[src/rtl/i2cam_pkg.sv]
package i2cam_pkg;
  localparam int BYTE_W  = 8;
  localparam int A7_W    = 7;
  localparam int A10_W   = 10;
  localparam int MASK_W  = 3;
  localparam int RES_N   = 4;
  localparam int SRC_W   = 2;
  localparam int TAG_W   = A7_W - (A10_W - A7_W - 1);
  localparam logic [TAG_W-1:0] TEN_TAG = 5'b11110;

  typedef enum logic [SRC_W-1:0] {
    SRC_PRI = 2'd0,
    SRC_SEC = 2'd1,
    SRC_RES = 2'd2
  } hit_src_e;

  typedef enum logic [1:0] {
    PH_IDLE   = 2'd0,
    PH_FIRST  = 2'd1,
    PH_SECOND = 2'd2
  } phase_e;

  // control to datapath strobes
  typedef struct packed {
    logic loadHit;
    logic clrOut;
    logic tenBit;
    logic dirRd;
  } dp_ctl_t;

  // datapath compare results to control
  typedef struct packed {
    logic hdrMatch;
    logic lowMatch;
    logic any7;
  } dp_stat_t;

  function automatic logic [A7_W-1:0] resAddr(input int idx);
    logic [A7_W-1:0] r;
    case (idx)
      0: r = 7'b0000000;
      1: r = 7'b0001100;
      2: r = 7'b1100001;
      default: r = 7'b0001000;
    endcase
    return r;
  endfunction
endpackage

[src/rtl/i2cam_datapath.sv]
module i2cam_datapath
  import i2cam_pkg::*;
(
  input  logic                 clk,
  input  logic                 rstN,
  input  logic [BYTE_W-1:0]    rxByte,
  input  logic                 ownEn,
  input  logic                 own10,
  input  logic [A10_W-1:0]     ownAddr,
  input  logic                 secEn,
  input  logic [A7_W-1:0]      secAddr,
  input  logic [MASK_W-1:0]    secMask,
  input  logic [RES_N-1:0]     resEn,
  input  dp_ctl_t              ctl,
  output dp_stat_t             stat,
  output logic                 addrHit,
  output logic [A7_W-1:0]      matchCode,
  output logic                 readDir,
  output logic [SRC_W-1:0]     hitSrc
);
  localparam int HI_W = A10_W - A7_W - 1;

  logic [A7_W-1:0]  rxAddr;
  logic             rwBit;
  logic [A7_W-1:0]  keepMask;
  logic             inResv;
  logic             priHit7;
  logic             secHit;
  logic [RES_N-1:0] resHitVec;
  logic             resHit;
  hit_src_e         srcSel;
  logic [A7_W-1:0]  tenCode;

  assign rxAddr  = rxByte[BYTE_W-1:1];
  assign rwBit   = rxByte[0];
  assign tenCode = {TEN_TAG, ownAddr[A10_W-1 -: HI_W]};

  always_comb begin
    keepMask = {A7_W{1'b1}} << secMask;
  end

  assign inResv  = (rxAddr[A7_W-1 -: 4] == 4'b0000) || (rxAddr[A7_W-1 -: 4] == 4'b1111);
  assign priHit7 = ownEn && !own10 && (rxAddr == ownAddr[A7_W-1:0]);
  assign secHit  = secEn && !inResv && (((rxAddr ^ secAddr) & keepMask) == '0);

  for (genvar i = 0; i < RES_N; i++) begin : g_res
    localparam logic [A7_W-1:0] RA = resAddr(i);
    assign resHitVec[i] = resEn[i] && (rxAddr == RA);
  end
  assign resHit = |resHitVec;

  always_comb begin
    if (priHit7)     srcSel = SRC_PRI;
    else if (secHit) srcSel = SRC_SEC;
    else             srcSel = SRC_RES;
  end

  always_comb begin
    stat.any7     = priHit7 || secHit || resHit;
    stat.hdrMatch = ownEn && own10 && (rxAddr == tenCode);
    stat.lowMatch = ownEn && own10 && (rxByte == ownAddr[BYTE_W-1:0]);
  end

  always_ff @(posedge clk) begin
    if (!rstN) begin
      addrHit   <= 1'b0;
      matchCode <= '0;
      readDir   <= 1'b0;
      hitSrc    <= '0;
    end else begin
      addrHit <= ctl.loadHit;
      if (ctl.clrOut) begin
        matchCode <= '0;
        readDir   <= 1'b0;
        hitSrc    <= '0;
      end else if (ctl.loadHit) begin
        matchCode <= ctl.tenBit ? tenCode : rxAddr;
        readDir   <= ctl.tenBit ? ctl.dirRd : rwBit;
        hitSrc    <= ctl.tenBit ? SRC_PRI : srcSel;
      end
    end
  end
endmodule

[src/rtl/i2cam_control.sv]
module i2cam_control
  import i2cam_pkg::*;
(
  input  logic     clk,
  input  logic     rstN,
  input  logic     startPulse,
  input  logic     restartFlag,
  input  logic     byteValid,
  input  logic     rwBit,
  input  dp_stat_t stat,
  output dp_ctl_t  ctl
);
  phase_e phase;
  logic   tenArmed;

  always_comb begin
    ctl = '0;
    if (startPulse) begin
      ctl.clrOut = 1'b1;
    end else if (byteValid) begin
      case (phase)
        PH_FIRST: begin
          if (stat.hdrMatch) begin
            if (rwBit && tenArmed) begin
              ctl.loadHit = 1'b1;
              ctl.tenBit  = 1'b1;
              ctl.dirRd   = 1'b1;
            end
          end else if (stat.any7) begin
            ctl.loadHit = 1'b1;
          end
        end
        PH_SECOND: begin
          if (stat.lowMatch) begin
            ctl.loadHit = 1'b1;
            ctl.tenBit  = 1'b1;
          end
        end
        default: ;
      endcase
    end
  end

  always_ff @(posedge clk) begin
    if (!rstN) begin
      phase    <= PH_IDLE;
      tenArmed <= 1'b0;
    end else if (startPulse) begin
      phase <= PH_FIRST;
      if (!restartFlag) tenArmed <= 1'b0;
    end else if (byteValid) begin
      case (phase)
        PH_FIRST: begin
          if (stat.hdrMatch && !rwBit) begin
            phase    <= PH_SECOND;
            tenArmed <= 1'b0;
          end else begin
            phase    <= PH_IDLE;
            tenArmed <= stat.hdrMatch && rwBit && tenArmed;
          end
        end
        PH_SECOND: begin
          phase    <= PH_IDLE;
          tenArmed <= stat.lowMatch;
        end
        default: phase <= PH_IDLE;
      endcase
    end
  end
endmodule

[src/rtl/i2c_addr_matcher.sv]
module i2c_addr_matcher
  import i2cam_pkg::*;
(
  input  logic              clk,
  input  logic              rstN,
  input  logic              startPulse,
  input  logic              restartFlag,
  input  logic              byteValid,
  input  logic [7:0]        rxByte,
  input  logic              ownEn,
  input  logic              own10,
  input  logic [9:0]        ownAddr,
  input  logic              secEn,
  input  logic [6:0]        secAddr,
  input  logic [2:0]        secMask,
  input  logic [3:0]        resEn,
  output logic              addrHit,
  output logic [6:0]        matchCode,
  output logic              readDir,
  output logic [1:0]        hitSrc
);
  dp_ctl_t  ctl;
  dp_stat_t stat;

  i2cam_control u_ctl (
    .clk(clk), .rstN(rstN), .startPulse(startPulse), .restartFlag(restartFlag),
    .byteValid(byteValid), .rwBit(rxByte[0]), .stat(stat), .ctl(ctl)
  );

  i2cam_datapath u_dp (
    .clk(clk), .rstN(rstN), .rxByte(rxByte), .ownEn(ownEn), .own10(own10),
    .ownAddr(ownAddr), .secEn(secEn), .secAddr(secAddr), .secMask(secMask),
    .resEn(resEn), .ctl(ctl), .stat(stat), .addrHit(addrHit),
    .matchCode(matchCode), .readDir(readDir), .hitSrc(hitSrc)
  );
endmodule

[config.mk]
export PLATFORM = sky130hd
export DESIGN_NAME = i2c_addr_matcher
export DESIGN_NICKNAME = d
export VERILOG_FILES = /design/src/rtl/i2cam_pkg.sv /design/src/rtl/i2cam_datapath.sv /design/src/rtl/i2cam_control.sv /design/src/rtl/i2c_addr_matcher.sv
export SDC_FILE = /design/constraint.sdc
export NUM_CORES = 1
export LEC_CHECK = 0
export ABC_AREA = 0
export BUFFER_PORTS_ARGS = -buffer_cell sky130_fd_sc_hd__buf_2
export CAP_MARGIN = 20
export CORE_MARGIN = 2
export CORE_UTILIZATION = 45
export DETAILED_ROUTE_END_ITERATION = 7
export GPL_TIMING_DRIVEN = 1
export PLACE_DENSITY = 0.76
export SYNTH_ARGS = -nofsm -noshare
export SYNTH_HDL_FRONTEND = slang
export SYNTH_HIERARCHICAL = 1
export SYNTH_SLANG_ARGS = --single-unit
[constraint.sdc]
create_clock -name clk -period 3.24 [get_ports clk]
set_input_delay 0.648 -clock clk [delete_from_list [all_inputs] [get_ports clk]]
set_output_delay 0.648 -clock clk [all_outputs]
set_load 0.005 [all_outputs]
==> run metrics <==
Max FO, Critical Path=9; CP cell instances=buf_2, xor2_1, nor4_1, nand2_1, o211ai_2, nand3b_1, a211oi_2, or2b_1, a211o_1, o31ai_2; Slew headroom=68.6%; Clk pin slew, worst setup/hold paths=80 ps; Final Hold Vio Count=0; Syn Area/Cell=9.07 µm²; Setup crit end kind=flop; die area=3090 µm²; WP data arrival=2840 ps; worst hold path class=flop to flop; most frequent cell after synthesis=xnor2_1; CTS tree=done; Placeable Area=2500 µm²; # resized after CTS=0; power density over cell area=281 nW/µm²; Layout area overhead=21.7%; Least-Margin Pin Slew=466 ps; CTS Buf Count=3; routed wire length=2.89 mm; DP Area=1420 µm²; status=completed; synthesized flop and latch total=14; grt total ovfl=0; CTS Root Cell=clkbuf_4; Req. time, crit path=3430 ps; crit path max-delay cell type=nor4_1; clock skew=8.95 ps; final setup TNS=0 ps; Initial Utilization=47.9%; ys async rst share=0%; I/O Buffers=50; Final Max Slew Viols=0; sequential fraction of the synthesis area=23.4%; number of global-route vias before repair=1135; GPL Wtd Cong=0.828; largest net degree at the start of global routing=15; Placed Cells=206; Max Root-Sink Buffers=2; r2r startpoint=u_ctl/phase[1]; crit path launch=rxByte[4]; hold path start=u_dp/hitSrc[0]; Final Cycle Share=81.7%; Mapped Area=1200 µm²; YS warnings=6; Final Util=58.3%; Synth area leader=dfxtp_1; top cells by area, synth=dfxtp_1 (23%), xnor2_1 (11%), xor2_1 (6.6%); die width=55.6 µm; Synth top area share=23.4%; Max VDD drop=0.223 mV; startpoint types=primary input; final cell count without fillers=210; first-pass iteration count of the detailed router=4; post-route cell area=1460 µm²; worst path bufs/invs=1; # nets final=223; final setup margin=593 ps; fin crit period=2650 ps; number of synthesized flops with an enable pin=0; DR iter-0 viols=13; fraction of layout instances using a drive strength above 1=40.6%; Setup WS pre-CTS=365 ps; via count=1151; clock sinks=14; max-cap viol count=0; first-pass GRT wire length=5.00 mm; crit path kind=primary input to flop; ANT nets after route=0; H-tree Lvls=1; maximum clock rate=378 MHz; RSZ-0062 raised after global routing=false; CP peak stage delay=460 ps; Clk Latency, worst-skew pair=280 ps; Cell Rows=18; family with the most delay on the worst path=simple AND/OR/NAND/NOR gates; die height=55.6 µm; Setup Viol. Count Final=0; # diodes=0; Unique masters post-synth=45; cts hold-fix bufs=0; DRC errors left=0; top_reg_cell synth=dfxtp_1; most frequent cells after synthesis=xnor2_1 (15), dfxtp_1 (14), nor2_1 (10), xor2_1 (9); post-CTS setup buffers=0; GR Util All Layers=19.9%; HPWL Detailed=2.41 mm; Leak=0.642 nW; IO Count=51; Synth Instances=132; Synth Net Count=174; initial antenna violation count=0; vias per cell=5.48; DR WL/cell=13.8 µm
==> per-stage QoR <==
stage	hold slack, ps	total power (W)
floorplan	461	0.000253
global placement	460	0.000284
detailed placement	477	0.000288
CTS	490	0.000413
global route	520	0.000435
finish	489	0.000409
==> cell usage in the layout, fill, tap and decap left out, drive strengths merged, types with 4 or more instances in the layout <==
master,count
xnor2,15
nor2,10
clkbuf,4
nand3,5
o221a,4
o21ai,4
buf,53
xor2,9
nand2,6
and2,4
nand4,4
nand2b,5
a211oi,5
dfxtp,14
==> worst register-to-register path: stages, from the launching register on <==
cell and delay [ps]:
dfxtp_1 320, inv_1 70, ha_1 220, nand4_1 130
and2_4 170, a211oi_2 210, or2b_1 310, a211o_1 320
o31ai_2 180
==> final cells by class <==
| cell class | instances | area (µm²) |
|---|---|---|
| timing repair buffer | 53 | 273 |
| fill | 234 | 1040 |
| sequential | 14 | 280 |
| clock buffer | 4 | 36.3 |
| multi-input combinational | 106 | 820 |
| inverter | 3 | 11.3 |
| tap | 30 | 37.5 |
==> final timing paths <==
path | to | cells after the start | slack, ps
max | u_dp/hitSrc[0] | 10 | 590
min | u_dp/hitSrc[0] | 2 | 490
max reg2reg | u_dp/hitSrc[0] | 8 | 1220
min reg2reg | u_dp/hitSrc[0] | 2 | 490
==> report_power, final <==
group	internal [W]	total, W	switching (W)
registers	0.000173	0.000174	0.000000862
logic	0.0000516	0.000111	0.0000590
clock network	0.0000683	0.000124	0.0000562
==> cells by family after synthesis <==
kind of cell / synth area share (%)
mux: 2.51
xor+xnor: 17.6
fa+ha+maj: 2.09
buf+inv: 8.15
simple gates: 26.5
compound gates: 19.7
flops: 23.4
==> routing by layer <==
layer / track usage (%) / wire length, µm / up-vias
li1: - / - / 576
met1: 23.9 / 1260 / 532
met2: 35.5 / 1450 / 39
met3: 3.49 / 143 / 4
met4: 6.62 / 29 / 0
met5: 0 / 0 / -
==> flip-flops by register name, summed over array words and instances, names as in the netlist <==
name / flops
u_dp/readDir: 1
u_ctl/phase: 2
u_dp/matchCode: 7
u_dp/addrHit: 1
u_ctl/tenArmed: 1
u_dp/hitSrc: 2
Power figures use the tool's default switching activity.
